===== src/rtl/zbt_sram.sv =====
module zbt_sram #(
  parameter int ADDR_W = 6,
  parameter int BYTES = 4,
  parameter int BYTE_W = 8,
  parameter bit PIPELINED = 1'b1,
  localparam int DATA_W = BYTES * BYTE_W
) (
  input  logic              clk,
  input  logic              rst_n,
  input  logic              ce,
  input  logic              we,
  input  logic [ADDR_W-1:0] addr,
  input  logic [BYTES-1:0]  bw,
  input  logic [DATA_W-1:0] wdata,
  input  logic [BYTES-1:0]  wpar,
  output logic [DATA_W-1:0] rdata,
  output logic [BYTES-1:0]  rpar,
  output logic              oe
);
  localparam int LANE_W = BYTE_W + 1;
  localparam int WORD_W = BYTES * LANE_W;
  localparam int DEPTH  = 1 << ADDR_W;

  function automatic logic [WORD_W-1:0] pack(input logic [DATA_W-1:0] d, input logic [BYTES-1:0] p);
    for (int b = 0; b < BYTES; b++) pack[b*LANE_W +: LANE_W] = {p[b], d[b*BYTE_W +: BYTE_W]};
  endfunction

  function automatic logic [WORD_W-1:0] merge(input logic [WORD_W-1:0] base,
                                              input logic [WORD_W-1:0] upd,
                                              input logic [BYTES-1:0]  en);
    merge = base;
    for (int b = 0; b < BYTES; b++)
      if (en[b]) merge[b*LANE_W +: LANE_W] = upd[b*LANE_W +: LANE_W];
  endfunction

  logic [WORD_W-1:0] mem [DEPTH];

  // address/control stage 1
  logic              s1_v, s1_we;
  logic [ADDR_W-1:0] s1_addr;
  logic [BYTES-1:0]  s1_bw;

  always_ff @(posedge clk) begin
    s1_v    <= rst_n ? ce : 1'b0;
    s1_we   <= we;
    s1_addr <= addr;
    s1_bw   <= bw;
  end

  // stage whose write data is on the bus now
  logic              cap_w;
  logic [ADDR_W-1:0] cap_addr;
  logic [BYTES-1:0]  cap_bw;

  generate
    if (PIPELINED) begin : g_cap_pipe
      logic              s2_v, s2_we;
      logic [ADDR_W-1:0] s2_addr;
      logic [BYTES-1:0]  s2_bw;
      always_ff @(posedge clk) begin
        s2_v    <= rst_n ? s1_v : 1'b0;
        s2_we   <= s1_we;
        s2_addr <= s1_addr;
        s2_bw   <= s1_bw;
      end
      assign cap_w    = s2_v & s2_we;
      assign cap_addr = s2_addr;
      assign cap_bw   = s2_bw;
    end else begin : g_cap_flow
      assign cap_w    = s1_v & s1_we;
      assign cap_addr = s1_addr;
      assign cap_bw   = s1_bw;
    end
  endgenerate

  wire [WORD_W-1:0] in_word = pack(wdata, wpar);

  // captured write waiting for its array commit
  logic              p_v;
  logic [ADDR_W-1:0] p_addr;
  logic [BYTES-1:0]  p_bw;
  logic [WORD_W-1:0] p_word;

  always_ff @(posedge clk) begin
    p_v    <= rst_n ? cap_w : 1'b0;
    p_addr <= cap_addr;
    p_bw   <= cap_bw;
    p_word <= in_word;
  end

  always_ff @(posedge clk)
    if (rst_n && p_v) mem[p_addr] <= merge(mem[p_addr], p_word, p_bw);

  // read path with two-level bypass: pending word, then word on the bus
  wire              rd_now  = s1_v & ~s1_we;
  wire              hit_p   = p_v & (p_addr == s1_addr);
  wire              hit_bus = cap_w & (cap_addr == s1_addr);
  wire [WORD_W-1:0] rv_p    = merge(mem[s1_addr], p_word, hit_p ? p_bw : '0);
  wire [WORD_W-1:0] rv      = merge(rv_p, in_word, hit_bus ? cap_bw : '0);

  logic [WORD_W-1:0] out_word;

  generate
    if (PIPELINED) begin : g_out_pipe
      logic              q_oe;
      logic [WORD_W-1:0] q_word;
      always_ff @(posedge clk) begin
        if (!rst_n) begin
          q_oe   <= 1'b0;
          q_word <= '0;
        end else begin
          q_oe   <= rd_now;
          q_word <= rd_now ? rv : '0;
        end
      end
      assign oe       = q_oe;
      assign out_word = q_word;
    end else begin : g_out_flow
      assign oe       = rd_now;
      assign out_word = rd_now ? rv : '0;
    end
  endgenerate

  generate
    for (genvar b = 0; b < BYTES; b++) begin : g_lane
      assign rdata[b*BYTE_W +: BYTE_W] = out_word[b*LANE_W +: BYTE_W];
      assign rpar[b]                   = out_word[b*LANE_W + BYTE_W];
    end
  endgenerate
endmodule


===== config.mk =====
export PLATFORM = sky130hd
export DESIGN_NAME = zbt_sram
export DESIGN_NICKNAME = d
export VERILOG_FILES = /design/src/rtl/zbt_sram.sv
export SDC_FILE = /design/constraint.sdc
export NUM_CORES = 2
export LEC_CHECK = 0
export BUFFER_PORTS_ARGS = -buffer_cell sky130_fd_sc_hd__buf_4
export CAP_MARGIN = 5
export CORE_MARGIN = 10
export CORE_UTILIZATION = 60
export CTS_CLUSTER_DIAMETER = 50
export DETAILED_ROUTE_END_ITERATION = 7
export GPL_TIMING_DRIVEN = 0
export PLACE_DENSITY = 0.76
export SYNTH_ARGS = -nofsm -noshare
export SYNTH_HDL_FRONTEND = slang
export SYNTH_SLANG_ARGS = --single-unit

===== constraint.sdc =====
create_clock -name clk -period 3.1 [get_ports clk]
set_clock_uncertainty 0.05 [all_clocks]
set_input_delay 0.62 -clock clk [delete_from_list [all_inputs] [get_ports clk]]
set_output_delay 0.62 -clock clk [all_outputs]
set_load 0.005 [all_outputs]

==> reports/metrics.yaml <==
endpoint_kind_of_the_worst_setup_timing_path: "register"
synth-seq-area-share_pct: 77.01
timing.setup.critical_path_class: "register to register"
synth_top_cells_by_area: "edfxtp_1 75%, mux4_2 14%, dfxtp_1 2.3%"
rsz0062_at_grt: "true"
yosysWarnings: 0
globalplace.congestion: 1.071
area.sequential_mm2: 0.07140
floorplan.initialDensity_pct: 60.22
fill_cells: 8731
worst-endpoint-arrival_ns: 3.92
max_slew_margin_pct: 7.705
hold_viol: 0
critical_path.top_delay_family: "simple AND/OR/NAND/NOR gates"
yosys.cell_types.count: 62
route.detailed.vias_per_inst: 7.609
synthesis.nets: 4358
root_buffer: "clkbuf_16"
synth-edff-count: 2304
place_inst: 6495
antenna_found_initial: 22
h-tree-depth: 4
cellPowerDensity_mw_per_mm2: 633.2
yosys.area.top_type: "edfxtp_1"
switching_share_pct: 23.01
final_critical_path_setup_slack_ns: -0.3423
path_cells: "clkbuf_1 > and3b_1 > clkbuf_1 > nand2_1 > nor2_2"
cpMostUsedCell: "clkbuf_1"
critical_path.max_stage_delay_ns: 0.98
violations: "design-rule violations, negative setup slack"
worst_path_clk_slew_ns: 0.06
groute.usage.overall_pct: 40.30
final_net_count: 4817
min_path_type: "register to register"
final.period_utilization_pct: 111.0
number_of_failing_setup_endpoints_in_the_final_timing_report: 634
max_cap_violations: 0
synthMostInstantiatedCell: "edfxtp_1"
postSynth.topFlopCell: "edfxtp_1"
syn2layout_area_growth_pct: 17.89
drt-pass1-iter-count: 8
detail_route.drc_violations: 1
worstSkewPairLatency_ns: 0.91
finalSetupTns_ns: -65.42
hpwlAfterDp_mm: 219.6
cell_internal_pwr_mw: 53.25
first_iter_violations: 11390
crit_path_top_delay_cell: "nor2_2"
synthDominantCellAreaShare_pct: 74.67
worst_r2r_path_depth: 5
post_syn_instances: 4308
tritoncts: "done"
crit_path_max_fanout: 9
clkSinkCount: 2412
pwr-share-seq_pct: 51.9
final_layout_size_suffix_gt1_share_pct: 35.66
grt.overflow.total: 0
synth_seq_cells: 2412
timing.critical_path.from_type: "register"
clock_power_share_pct: 41.6
finalNonFillerCells: 7039
switchingPower_mw: 15.92
io_buffer_count: 85
vias: 53560
vias_in_the_first_global_route: 50500
coreArea_mm2: 0.1539
required_ns: 3.57
worst_ir_drop_vdd_v: 0.0006622
rows: 144
timing.critical_path.depth: 5
io_count: 87
die_h_um: 413.0
post_drt_wl_per_cell_um: 48.80
drtAntennaViolNets: 0
outcome: "finished, violations left"
synth_commonest_cells: "2304 x edfxtp_1, 574 x mux4_2, 284 x nor2_1"
grt_start_max_net_pins: 65
die_w_um: 413.0
clock_path_buffers: 3
grt_pass1_wl_mm: 451.1
finalMaxSlewViolations: 0
routed_wirelength_mm: 343.5
floorplan.die_area_mm2: 0.1705
timing.final.crit_period_ns: 3.442
total_leakage_power_nw: 34.50
cp_num_buf_inv: 2
cts_buffers: 231
part_of_the_total_power_dissipated_in_combinational_logic_pct: 6.5
syn_area_mm2: 0.09265
multi_input_comb_area_mm2: 0.02173
worst_tran_pin_value_ns: 1.384
asr_flop_ratio_synth_pct: 0
reg2reg_setup_slack_ns: -0.34
avgSynthCellArea_um2: 21.51
fmaxAchievable_mhz: 290.5
worstHoldPathCells: 0
[logic make-up (layout without fill, tap and decap cells)]
kind of cell,Yosys count,in the layout,synth area share (%)
and+or+nand+nor,524,524,2.474
xor gates and xnor gates,12,12,0.1134
other,0,20,0
DFF,2412,2412,77.01
muxes,822,822,16.69
AOI/OAI and AO/OA,287,287,2.176
buffers and inverters,251,918,1.541
[registers in the layout (all words and copies together), names as in the netlist]
register           flops
p_v                    1
p_word                36
cap_bw                 4
s1_bw                  4
p_bw                   4
p_addr                 6
s1_v                   1
g_cap_pipe.s2_v        1
g_out_pipe.q_word     36
mem                 2304
oe                     1
s1_we                  1
g_cap_pipe.s2_we       1
s1_addr                6
cap_addr               6
[metal layers]
layer	vias to the layer above	wire length [µm]	GRT usage (%)
met4	22	29400	28.26
met5	-	274	0.8760
li1	18990	-	-
met1	27430	106400	49.16
met3	1313	61260	20.76
met2	5806	146200	55.41
[layout make-up]
type	instances	area share, %
diodes	20	0.04582
plain buffers	245	2.893
clock buffers	306	5.849
clock inverters	135	1.237
inverters	4	0.01489
multi-input cells	1645	19.89
flip-flops and latches	2412	65.37
well taps	2044	2.341
repair buffers	228	2.357
[power by group through the flow]
| stage | Clock [mW] | Sequential (mW) | Combinational, mW |
|---|---|---|---|
| 2_1_floorplan | 0 | 36.7 | 1.70 |
| 3_3_place_gp | 0 | 36.9 | 3.24 |
| 3_5_place_dp | 0 | 36.6 | 3.71 |
| 4_1_cts | 28.5 | 35.9 | 4.21 |
| 5_1_grt | 29.7 | 35.9 | 4.43 |
| 6_report | 28.8 | 35.9 | 4.51 |
[per-stage QoR]
stage          utilization (%)  worst slack, ns  cell area, µm²  total power, mW  hold slack (ns)
6_report                 70.99          -0.3423          109200            69.17           0.2764
2_1_floorplan                -           0.6471           92650            38.36           0.2596
4_1_cts                  70.44          -0.3855          108400            68.55           0.2789
3_5_place_dp             63.04           -2.428           97000            40.29           0.2621
5_1_grt                  70.96          -0.2783          109200            70.04           0.2821
3_3_place_gp             62.29           -2.423           95850            40.14           0.2642
[cells in the final DEF (no fill, tap or decap), types with 28 or more instances in the layout]
cell type,n
a21oi_1,45
a22oi_1,50
buf_12,75
buf_16,32
buf_4,131
buf_6,40
buf_8,47
clkbuf_1,86
clkbuf_16,241
clkbuf_8,38
clkinv_1,30
clkinv_2,51
dfxtp_1,67
dfxtp_2,40
dlygate4sd3_1,48
edfxtp_1,2304
mux2_2,44
mux2i_1,184
mux4_2,574
nand2_1,94
nor2_1,28
nor2_2,152
nor2_4,104
o221ai_1,29
[worst paths after layout]
check / from / end
setup / recovery: p_addr[0] / mem[53][30]
hold / removal: s1_bw[2] / cap_bw[2]
setup reg to reg: p_addr[0] / mem[53][30]
hold reg to reg: s1_bw[2] / cap_bw[2]
[what timing repair did]
action,CTS,global route
buffers inserted,35,0
hold buffers,48,0
gates cloned,0,0
resized for setup,763,211
pin swaps,23,5
endpoints found under the hold margin,48,0
setup endpoints to repair,2240,2314
(Power assumes the default switching activity.)
